## src/rtl/sar_seq_pkg.sv

```systemverilog
package sar_seq_pkg;
  typedef enum logic [1:0] {
    ST_IDLE  = 2'd0,
    ST_DELAY = 2'd1,
    ST_CONV  = 2'd2
  } seqState_e;

  typedef struct packed {
    logic startLoad;
    logic decide;
    logic commit;
  } seqStrobes_t;
endpackage

```

## src/rtl/sarDatapath.sv

```systemverilog
module sarDatapath
  import sar_seq_pkg::*;
#(
  parameter int RES_BITS = 10,
  localparam int IDX_W = $clog2(RES_BITS)
) (
  input  logic                clk,
  input  logic                rstN,
  input  seqStrobes_t         strobes,
  input  logic [IDX_W-1:0]    bitIdx,
  input  logic                compIn,
  output logic [RES_BITS-1:0] codeOut,
  output logic [RES_BITS-1:0] resultOut
);
  logic [RES_BITS-1:0] codeQ;
  logic [RES_BITS-1:0] resolved;
  logic [RES_BITS-1:0] nextTrial;

  always_comb begin
    resolved = codeQ;
    resolved[bitIdx] = compIn;
  end

  generate
    for (genvar i = 0; i < RES_BITS; i++) begin : g_trial
      assign nextTrial[i] = (int'(bitIdx) - 1) == i;
    end
  endgenerate

  always_ff @(posedge clk or negedge rstN) begin
    if (!rstN) begin
      codeQ     <= '0;
      resultOut <= '0;
    end else begin
      if (strobes.startLoad) begin
        codeQ <= {1'b1, {(RES_BITS-1){1'b0}}};
      end else if (strobes.decide) begin
        codeQ <= resolved | nextTrial;
      end
      if (strobes.commit) begin
        resultOut <= resolved;
      end
    end
  end

  assign codeOut = codeQ;
endmodule

```

## src/rtl/sarControl.sv

```systemverilog
module sarControl
  import sar_seq_pkg::*;
#(
  parameter int RES_BITS   = 10,
  parameter int INSTR_CLKS = 4,
  localparam int IDX_W = $clog2(RES_BITS),
  localparam int CNT_W = (INSTR_CLKS > 1) ? $clog2(INSTR_CLKS) : 1
) (
  input  logic             clk,
  input  logic             rstN,
  input  logic             convTick,
  input  logic             rcMode,
  input  logic             startWrEn,
  input  logic             startWrData,
  input  logic             irqClr,
  output seqStrobes_t      strobes,
  output logic [IDX_W-1:0] bitIdx,
  output logic             busy,
  output logic             irqFlag,
  output logic             sampleEn
);
  seqState_e stateQ;
  logic [CNT_W-1:0] waitCnt;
  logic startReq, abortReq, stepNow, lastStep;

  assign startReq = startWrEn && startWrData && (stateQ == ST_IDLE);
  assign abortReq = startWrEn && !startWrData && (stateQ != ST_IDLE);
  assign stepNow  = (stateQ == ST_CONV) && convTick && !abortReq;
  assign lastStep = stepNow && (bitIdx == '0);

  always_comb begin
    strobes.startLoad = startReq;
    strobes.decide    = stepNow;
    strobes.commit    = lastStep;
  end

  always_ff @(posedge clk or negedge rstN) begin
    if (!rstN) begin
      stateQ  <= ST_IDLE;
      waitCnt <= '0;
      bitIdx  <= '0;
      irqFlag <= 1'b0;
    end else begin
      if (lastStep) irqFlag <= 1'b1;
      else if (irqClr) irqFlag <= 1'b0;

      if (abortReq) begin
        stateQ <= ST_IDLE;
      end else begin
        case (stateQ)
          ST_IDLE: if (startReq) begin
            stateQ  <= rcMode ? ST_DELAY : ST_CONV;
            waitCnt <= '0;
            bitIdx  <= IDX_W'(RES_BITS - 1);
          end
          ST_DELAY: begin
            if (waitCnt == CNT_W'(INSTR_CLKS - 1)) stateQ <= ST_CONV;
            else waitCnt <= waitCnt + 1'b1;
          end
          ST_CONV: if (stepNow) begin
            if (lastStep) stateQ <= ST_IDLE;
            else bitIdx <= bitIdx - 1'b1;
          end
          default: stateQ <= ST_IDLE;
        endcase
      end
    end
  end

  assign busy     = (stateQ != ST_IDLE);
  assign sampleEn = (stateQ == ST_IDLE);
endmodule

```

## src/rtl/sarSequencer.sv

```systemverilog
module sarSequencer
  import sar_seq_pkg::*;
#(
  parameter int RES_BITS   = 10,
  parameter int INSTR_CLKS = 4,
  localparam int IDX_W = $clog2(RES_BITS)
) (
  input  logic                clk,
  input  logic                rstN,
  input  logic                convTick,
  input  logic                rcMode,
  input  logic                startWrEn,
  input  logic                startWrData,
  input  logic                irqClr,
  input  logic                compIn,
  output logic [RES_BITS-1:0] dacCode,
  output logic                sampleEn,
  output logic [RES_BITS-1:0] result,
  output logic                irqFlag,
  output logic                busy
);
  seqStrobes_t strobes;
  logic [IDX_W-1:0] bitIdx;

  sarControl #(.RES_BITS(RES_BITS), .INSTR_CLKS(INSTR_CLKS)) u_ctrl (
    .clk(clk), .rstN(rstN), .convTick(convTick), .rcMode(rcMode),
    .startWrEn(startWrEn), .startWrData(startWrData), .irqClr(irqClr),
    .strobes(strobes), .bitIdx(bitIdx), .busy(busy), .irqFlag(irqFlag),
    .sampleEn(sampleEn)
  );

  sarDatapath #(.RES_BITS(RES_BITS)) u_dp (
    .clk(clk), .rstN(rstN), .strobes(strobes), .bitIdx(bitIdx),
    .compIn(compIn), .codeOut(dacCode), .resultOut(result)
  );
endmodule

```

## config.mk

```make
export PLATFORM = sky130hd
export DESIGN_NAME = sarSequencer
export DESIGN_NICKNAME = d
export VERILOG_FILES = /design/src/rtl/sar_seq_pkg.sv /design/src/rtl/sarDatapath.sv /design/src/rtl/sarControl.sv /design/src/rtl/sarSequencer.sv
export SDC_FILE = /design/constraint.sdc
export NUM_CORES = 1
export LEC_CHECK = 0
export ABC_AREA = 1
export BUFFER_PORTS_ARGS = -buffer_cell sky130_fd_sc_hd__buf_2
export CORE_MARGIN = 2
export CORE_UTILIZATION = 50
export CTS_CLUSTER_SIZE = 20
export DETAILED_ROUTE_END_ITERATION = 16
export HOLD_SLACK_MARGIN = 0.06
export PLACE_DENSITY = 0.76
export SLEW_MARGIN = 15
export SYNTH_ARGS = -nofsm -noshare
export SYNTH_HDL_FRONTEND = slang
export SYNTH_SLANG_ARGS = --single-unit
```

## constraint.sdc

```tcl
create_clock -name clk -period 1.57 [get_ports clk]
set_clock_uncertainty 0.15 [all_clocks]
set_input_delay 0 -clock clk [delete_from_list [all_inputs] [get_ports clk]]
set_output_delay 0 -clock clk [all_outputs]
set_load 0.01 [all_outputs]
```

**After elaboration in Yosys (flattened, before gate mapping)**

Cells that the tools add are included.

- Bitwise logic cells: 2
- Equality and inequality tests: 20
- $add $sub $neg: 3
- Mux-type cells: 21
- Magnitude comparators: 2
- Reduce and logical (&&, ||, !) cells: 21

Operators with widths:

| cell | number |
|---|---|
| 32-bit by 4-bit == test with 1-bit output, second input constant | 4 |
| 32-bit by 3-bit == test with 1-bit output, second input constant | 2 |
| 32-bit by 5-bit == test with 1-bit output, second input constant | 2 |
| 32-bit by 2-bit == test with 1-bit output, second input constant | 1 |
| 32-bit logical NOT | 1 |
| 10-bit 2-to-1 mux | 2 |
| 2-bit 2-to-1 mux | 8 |
| 4-bit 2-to-1 mux | 3 |
| 3-bit by 1-bit != test with 1-bit output, second input constant | 4 |
| 10-bit bitwise mux | 1 |
| 10-bit bitwise OR | 1 |
| 2-bit nonzero test | 5 |
| 1-bit logical AND | 8 |
| 4-bit case mux with 2 select lines | 1 |
| 4-bit AND reduction | 2 |
| 2-bit case mux with 3 select lines | 1 |
| 4-bit by 5-bit < comparator with 1-bit output, second input constant | 1 |
| 5-bit AND reduction | 1 |
| 4-bit by 1-bit subtractor with 5-bit output, second input constant | 1 |
| 1-bit demux with 4-bit select | 1 |
| 2-bit == test, second input constant | 2 |
| 4-bit by 1-bit >= comparator with 1-bit output, second input constant | 1 |
| 4-bit logical NOT | 1 |
| 2-bit by 1-bit != test with 1-bit output, second input constant | 2 |
| 9 further kinds | 13 |

- Output and inout port bits: 23
- Register bits after elaboration: 29

**Depth between registers and ports, before layout**

Gate-level depths: netlist of run 1.

- Depth in word-level cells: 10
- Mapped depth: 10
- Mapped depth without buffers: 9

**Hierarchy**

A second synthesis of run 1 with hierarchy kept.

- Cells, all modules: 237
- Area, all modules: 1699.1 um2

Modules (own cells, without submodules):

| module | area each (um2) | cells each | times used |
|---|---|---|---|
| sarDatapath | 1046.0 | 144 | 1 |
| sarControl | 653.1 | 93 | 1 |

**Least setup slack after synthesis of run 1**

Ideal clock, no wire load.

- Kind: reg2reg
- From: register u_ctrl.bitIdx[0]
- To: register u_dp.codeQ[4] (netlist: u_dp.codeOut[4])
- Setup slack: -0.149 ns
- Stages on the path, launching flop included: 11
- Arrival time: 1.453 ns
- Setup time: 0.116 ns
- Path through: dfrtp_1 > inv_1 > ha_1 > buf_2 > or2_1 > nand2_2 > inv_1 > nand3_1 > nand2_1 > nand2_1 > nand2_1

- Word-level cells in the longest chain between the ends: 8

Ends and longest elaborated chain:

| item | RTL line | text |
|---|---|---|
| from (decl) | sarControl.sv:17 | `output logic [IDX_W-1:0] bitIdx,` |
| from (signal assigned) | sarControl.sv:54 | `bitIdx <= IDX_W'(RES_BITS - 1);` |
| from (signal assigned) | sarControl.sv:62 | `else bitIdx <= bitIdx - 1'b1;` |
| 4-bit by 5-bit < comparator with 1-bit output (implied by the code) or 4-bit by 1-bit >= comparator with 1-bit output (tied branches) | sarDatapath.sv:21 | `resolved[bitIdx] = compIn;` |
| 1-bit logical AND (implied by the code) | sarDatapath.sv:21 |  |
| 1-bit 2-to-1 mux (implied by the code) | sarDatapath.sv:21 |  |
| 1-bit demux with 4-bit select | n/a |  |
| 10-bit bitwise mux | sarDatapath.sv:21 |  |
| 10-bit bitwise OR (*) | sarDatapath.sv:38 | `codeQ <= resolved \| nextTrial;` |
| 10-bit 2-to-1 mux (*) | sarDatapath.sv:37 | `end else if (strobes.decide) begin` |
| 10-bit 2-to-1 mux (*) | sarDatapath.sv:35 | `if (strobes.startLoad) begin` |
| to (signal assigned) | sarDatapath.sv:36 | `codeQ <= {1'b1, {(RES_BITS-1){1'b0}}};` |
| to (signal assigned) | sarDatapath.sv:38 |  |
| to (decl) | sarDatapath.sv:15 | `logic [RES_BITS-1:0] codeQ;` |

Every way passes the cells marked *; elsewhere a longest branch is shown, timed or not. The select of a mux whose other input is x is not followed.
A chain may end at the register's enable or synchronous reset.

**Worst setup path after layout of run 1**

- From: register u_ctrl.bitIdx[0]
- To: register u_dp.codeQ[1] (netlist: u_dp.codeOut[1])

The elaborated chain is that of the path after synthesis.

==> impl_metrics.env, run 1 <==
export IMPL_wl_per_cell_um=15.4
export IMPL_post_route_period_util_pct=108
export IMPL_drt_total_wl_um=5200
export IMPL_violations="negative setup slack"
export IMPL_syn_cell_area_um2=1730
export IMPL_dr_pass1_iters=5
export IMPL_synth_avg_cell_area_um2=7.88
export IMPL_ys_ff_latch=29
export IMPL_num_rows=21
export IMPL_drive_gt1_share_pct=46.9
export IMPL_cts_max_level=2
export IMPL_fmax_mhz=590
export IMPL_synth_top_cell_by_area="dfrtp_1"
export IMPL_grt_pass1_vias=1688
export IMPL_io_buffers=30
export IMPL_arrival_ps=1830
export IMPL_min_period_ps=1690
export IMPL_synth_area_top_cells="dfrtp_1 42%, nand2_1 17%, nand3_1 6.1%, o21ai_2 6.1%, ha_1 4.3%"
export IMPL_fin_util_pct=74.4
export IMPL_critPathBufInv=3
export IMPL_hold_viol=0
export IMPL_power_density_nw_per_um2=2050
export IMPL_die_h_um=62.8
export IMPL_grtUsageTotal_pct=24.3
export IMPL_synth_flop_cell="dfrtp_1"
export IMPL_maxSlewHeadroom_pct=58.0
export IMPL_insertedDiodeCount=0
export IMPL_postRouteAntennaNets=0
export IMPL_cts_buffers=5
export IMPL_path_common_cell="nand2_1"
export IMPL_start_util_pct=51.7
export IMPL_dpl_worst_slack_ps=-44.5
export IMPL_cts_tree="built"
export IMPL_grt_pass1_wl_um=7600
export IMPL_cp_top_family="simple AND/OR/NAND/NOR gates"
export IMPL_nNetsFinal=305
export IMPL_power_mw=5.09
export IMPL_path_cells="inv_2, ha_4, buf_6, nand2_2, nand2_2, buf_4, nand3_1, nand2_1, nand2_1, nand2_1"
export IMPL_synthTopCellsByCount="78 x nand2_1, 29 x dfrtp_1, 21 x nand3_1, 16 x nor2_1"
export IMPL_dp_final_hpwl_um=2910
export IMPL_setup_tns_ps=-738
export IMPL_slew_violations=0
export IMPL_areaGrowthSynthToFinish_pct=43.8
export IMPL_fin_ws_ps=-125
export IMPL_synth_edf_count=0
export IMPL_setup_viol=13
export IMPL_cp_end_kind="register"
export IMPL_slowest_delay_ps=420
export IMPL_clk_pin_slew_worst_paths_ps=100
export IMPL_maxCapViolCount=0
export IMPL_ys_warn_count=0
export IMPL_critical_path_max_fanout=6
export IMPL_regToRegSetupSlack_ps=-120
export IMPL_yosysUniqueCellTypes=25
export IMPL_async_flop_share_pct=100
export IMPL_leakage_nw=1.29
export IMPL_startpoint_type="register"
export IMPL_grt_max_degree=30
export IMPL_drc_errors=0
export IMPL_viasPerCell=5.56
export IMPL_syn_num_nets=233
export IMPL_gp_congestion=0.932
export IMPL_dieArea_um2=3940
export IMPL_synthCells=219
export IMPL_synth_most_common_cell="nand2_1"
export IMPL_cp_slowest_cell="dfrtp_1"
export IMPL_tightest_slew_ps=630
export IMPL_cts_root_buf="clkbuf_4"
export IMPL_clock_sinks=29
export IMPL_drtIter0Drc=151
export IMPL_crit_required_ps=1700
export IMPL_clkLatencyLatePin_ps=340
export IMPL_vias=1880
export IMPL_rsz0062_at_grt="true"
export IMPL_overflow=0
export IMPL_min_path_type="in2async"
export IMPL_max_vdd_ir_drop_v=0.00111
export IMPL_holdWs_ps=56.7
export IMPL_ios=31
export IMPL_core_area_um2=3340
export IMPL_die_x_um=62.8
export IMPL_cts_path_max_buffers=2
export IMPL_grt_antenna_before_repair=0
export IMPL_yosys_area_top_type_share_pct=42.0
export IMPL_path_class="reg2reg"
export IMPL_yosysSeqAreaShare_pct=42.0
export IMPL_status="complete, but fails checks"
==> final timing paths <==
path	from	end	cells after the start
min reg2reg	u_dp.resultOut[5]$_DFFE_PN0P_	u_dp.resultOut[5]$_DFFE_PN0P_	2
min	rstN	u_dp.resultOut[3]$_DFFE_PN0P_	2
min in group clk	irqClr	u_ctrl.irqFlag$_DFFE_PN0P_	3
max	u_ctrl.bitIdx[0]$_DFFE_PN0P_	u_dp.codeOut[1]$_DFFE_PN0P_	10
max reg2reg	u_ctrl.bitIdx[0]$_DFFE_PN0P_	u_dp.codeOut[1]$_DFFE_PN0P_	10
max in group asynchronous	rstN	u_ctrl.bitIdx[2]$_DFFE_PN0P_	2
==> cell families after synthesis <==
| logic type | after synthesis | share of synthesized area [%] |
|---|---|---|
| and+or+nand+nor | 128 | 34.3 |
| adders and majority gates | 6 | 4.35 |
| buffers and inverters | 21 | 5.94 |
| DFF | 29 | 42.0 |
| AOI/OAI and AO/OA | 35 | 13.3 |
==> layout make-up <==
type                            instances  area [um2]
Clock inverter                          1        5.00
Sequential cell                        29         727
Multi-Input combinational cell        169        1070
Timing Repair Buffer                   69         492
Tap cell                               46        57.6
Clock buffer                            7        65.1
Fill cell                             223         855
Inverter                               17        66.3
==> sequential cells by signal, indices dropped and copies added (netlist names) <==
signal	cells
u_ctrl.bitIdx	4
u_ctrl.irqFlag	1
u_ctrl.stateQ	2
u_ctrl.waitCnt	2
u_dp.codeOut	10
u_dp.resultOut	10
==> metal layers <==
layer / global-route usage, % / part of all wire (%)
met3: 5.59 / 7.1
met1: 31.7 / 38
met5: 0 / 0
met2: 38.2 / 50
met4: 11.7 / 4.6
==> where the power goes <==
group | internal (mW) | leakage [nW] | switching, mW
Clock | 0.259 | 0.0413 | 0.279
Combinational | 1.37 | 0.866 | 1.89
Sequential | 1.02 | 0.382 | 0.270
Total | 2.65 | 1.29 | 2.44
==> metrics by stage <==
stage          area [um2]  instances
5_1_grt              2480        338
4_1_cts              2260        330
3_5_place_dp         2030        306
6_report             2480        338
3_3_place_gp         2030        306
2_1_floorplan        1750        219
==> placed cells by master (no fill, tap or decap), types with 2 or more instances in the layout <==
| master | instances |
|---|---|
| clkbuf_8 | 2 |
| o21ai_1 | 2 |
| dlygate4sd3_1 | 9 |
| o21ai_2 | 14 |
| inv_1 | 9 |
| a21oi_2 | 8 |
| ha_1 | 2 |
| nor2_4 | 2 |
| a21oi_1 | 2 |
| a21boi_1 | 2 |
| ha_2 | 2 |
| nand2_1 | 68 |
| inv_2 | 6 |
| nand3_4 | 2 |
| nor2_2 | 5 |
| buf_2 | 29 |
| o21ai_0 | 5 |
| nand3_1 | 13 |
| buf_6 | 3 |
| clkbuf_4 | 5 |
| buf_4 | 27 |
| nand2_2 | 9 |
| ha_4 | 2 |
| nand2_4 | 6 |
| nor2_1 | 11 |
| dfrtp_1 | 28 |
| nand3_2 | 8 |
==> worst reg2reg max path, delay by kind of cell (launching register included) <==
family	cells	cell delay, ps
buf+inv	3	400
fa+ha+maj	1	180
flops	1	420
simple gates	6	480
==> what timing repair did <==
item                                   CTS  global route
pin swaps                                2             7
buffers inserted                         7             8
setup endpoints to repair                7            26
hold buffers                             9             1
gates resized for setup                  6            48
endpoints found under the hold margin   38             1
(Power assumes the default switching activity.)
==> run 2, diff against run 1 <==
--- a/config.mk
+++ b/config.mk
@@ -16,4 +16,5 @@
 export SLEW_MARGIN = 15
 export SYNTH_ARGS = -nofsm -noshare
 export SYNTH_HDL_FRONTEND = slang
+export SYNTH_HIERARCHICAL = 1
 export SYNTH_SLANG_ARGS = --single-unit
==> run 2 against run 1 <==
The flow now finishes without violations. Core utilization decreased by 8.3 points. First-iteration DRC count down 47%. Power shrank 21%. Area after synthesis shrank 1.6%.
==> impl_metrics.env, run 2 <==
export IMPL_status="finished, final reports clean"
export IMPL_viasPerCell=4.87
export IMPL_final_common_cell="nand2_1"
export IMPL_fmax_mhz=651
export IMPL_power_density_nw_per_um2=1850
export IMPL_post_route_period_util_pct=97.8
export IMPL_p_int_mw=2.33
export IMPL_min_period_ps=1540
export IMPL_drive_gt1_share_pct=30.3
export IMPL_dr_pass1_iters=4
export IMPL_ys_ff_latch=29
export IMPL_min_path_type="in2async"
export IMPL_core_area_um2=3310
export IMPL_gp_congestion=0.841
export IMPL_cts_buffers=5
export IMPL_postRouteAntennaNets=0
export IMPL_ys_warn_count=6
export IMPL_num_rows=21
export IMPL_synthTopCellsByCount="99 x nand2_1, 29 x dfrtp_1, 29 x nand3_1, 20 x inv_1, 12 x nor2_1"
export IMPL_final_cell_mix="98 x nand2_1, 30 x buf_2, 29 x nand3_1"
export IMPL_syn_num_nets=247
export IMPL_fin_ws_ps=35.0
export IMPL_yosysSeqAreaShare_pct=42.7
export IMPL_pwr_share_seq_pct=29.3
export IMPL_die_x_um=62.3
export IMPL_tightest_slew_ps=624
export IMPL_grt_pass1_wl_um=6670
export IMPL_placed_area_um2=1990
export IMPL_overflow=0
export IMPL_grt_antenna_before_repair=0
export IMPL_cp_end_kind="register"
export IMPL_fillers=291
export IMPL_synth_edf_count=0
export IMPL_fin_util_pct=66.1
export IMPL_synth_top_cell_by_area="dfrtp_1"
export IMPL_max_vdd_ir_drop_v=0.000911
export IMPL_cts_max_level=2
export IMPL_path_class="reg2reg"
export IMPL_hold_viol=0
export IMPL_nNetsFinal=299
export IMPL_rsz0062_at_grt="true"
export IMPL_setup_viol=0
export IMPL_clockPowerShare_pct=19.1
export IMPL_async_flop_share_pct=100
export IMPL_maxSlewHeadroom_pct=58.4
export IMPL_yosys_area_top_type_share_pct=42.7
export IMPL_vias=1636
export IMPL_slew_violations=0
export IMPL_areaGrowthSynthToFinish_pct=28.8
export IMPL_synthCells=237
export IMPL_power_switching_mw=1.71
export IMPL_final_area_um2=2190
export IMPL_grtUsageTotal_pct=21.7
export IMPL_yosysUniqueCellTypes=28
export IMPL_arrival_ps=1610
export IMPL_cts_tree="built"
export IMPL_power_frac_comb_pct=51.7
export IMPL_cts_path_max_buffers=2
export IMPL_critical_path_max_fanout=4
export IMPL_synth_avg_cell_area_um2=7.17
export IMPL_leakage_nw=1.26
export IMPL_dp_final_hpwl_um=2830
export IMPL_timing_rr_start="u_ctrl/stateQ[0]$_DFFE_PN0P_"
export IMPL_p_sw_share_pct=42.3
export IMPL_synth_most_common_cell="nand2_1"
export IMPL_ios=31
export IMPL_clock_sinks=29
export IMPL_dieArea_um2=3880
export IMPL_synth_area_top_cells="dfrtp_1 43%, nand2_1 22%, nand3_1 8.5%, inv_1 4.4%, nor2_4 3.3%"
export IMPL_synth_flop_cell="dfrtp_1"
export IMPL_grt_max_degree=30
export IMPL_clk_pin_slew_worst_paths_ps=100
export IMPL_drtIter0Drc=80
export IMPL_dpl_worst_slack_ps=-51.7
export IMPL_die_h_um=62.3
export IMPL_io_buffers=30
export IMPL_insertedDiodeCount=0
export IMPL_maxCapViolCount=0
export IMPL_startpoint_type="register"
export IMPL_drc_errors=0
export IMPL_critPathLaunch="u_ctrl/stateQ[0]$_DFFE_PN0P_"
export IMPL_grt_pass1_vias=1559
export IMPL_crit_required_ps=1650
export IMPL_start_util_pct=51.3
export IMPL_cts_root_buf="clkbuf_4"
export IMPL_syn_cell_area_um2=1700
export IMPL_clkLatencyLatePin_ps=330
export IMPL_drt_total_wl_um=3820
export IMPL_wl_per_cell_um=11.4
export IMPL_power_mw=4.04
## run 2: cell types whose count changed after synthesis, moves of 8 or more
cell / delta
nand2_1: +21
a21oi_1: -8
o21ai_2: -11
inv_1: +8
nand3_1: +8
## run 2: critical path, cell delays in order (launching register included)
cell and delay, ps:
dfrtp_2 450, inv_2 80, nand3_2 90, nor2_4 160, inv_1 50, or2_4 250
a21oi_2 130, a21oi_2 70
## run 2: cell families after synthesis
| logic type | Yosys count | share of synthesized area, % |
|---|---|---|
| buffers and inverters | 32 | 8.25 |
| AND/OR/NAND/NOR | 161 | 42.9 |
| XOR/XNOR | 1 | 0.516 |
| adder cells (fa/ha/maj) | 2 | 1.47 |
| AO/OA/AOI/OAI | 12 | 4.12 |
| flip-flops | 29 | 42.7 |
## run 2: power groups by stage
stage	clock network (mW)	registers [mW]	logic (mW)
floorplan	0	1.32	1.24
detailed placement	0	1.19	2.01
global placement	0	1.19	1.95
CTS	0.785	1.18	2.04
global route	0.830	1.22	2.34
finish	0.770	1.18	2.09
## run 2: worst paths after layout
check | end | slack (ps) | depth (start not counted)
max | u_dp/codeOut[9]$_DFFE_PN0P_ | 30 | 7
min | u_dp/resultOut[6]$_DFFE_PN0P_ | 60 | 2
max reg2reg | u_dp/codeOut[9]$_DFFE_PN0P_ | 30 | 7
min reg2reg | u_dp/resultOut[9]$_DFFE_PN0P_ | 330 | 2
max in group asynchronous | u_ctrl/bitIdx[1]$_DFFE_PN0P_ | 750 | 2
min in group clk | u_ctrl/irqFlag$_DFFE_PN0P_ | 260 | 3
## run 2: stage by stage
step           cells  hold slack [ps]  TNS [ps]
2_1_floorplan    237             -446     -18.9
3_3_place_gp     321            -96.5         0
3_5_place_dp     321            -90.6      -385
4_1_cts          336             74.2         0
5_1_grt          336              126     -42.5
6_report         336             59.2         0
## run 2: final cells by class
type	instances	area, um2	area share (%)
Tap cell	46	57.6	2.63
Clock buffer	5	37.5	1.72
Clock inverter	3	65.1	2.97
Timing Repair Buffer	51	329	15.0
Inverter	26	106	4.86
Multi-Input combinational cell	176	862	39.4
Sequential cell	29	731	33.4
## run 2: what timing repair did
action / CTS / global route
setup buffers: 0 / 0
cloned: 0 / 0
hold endpoints to repair: 58 / 0
endpoints found under the setup margin: 10 / 22
pin swaps: 0 / 1
resized for setup: 3 / 7
hold buffers: 7 / 0
## run 2: layer usage
layer	routed length (um)	global-route usage, %	up-vias
li1	-	-	849
met1	1770	27.0	739
met2	1790	36.5	41
met3	209	5.98	7
met4	53	7.22	0
met5	0	0	-
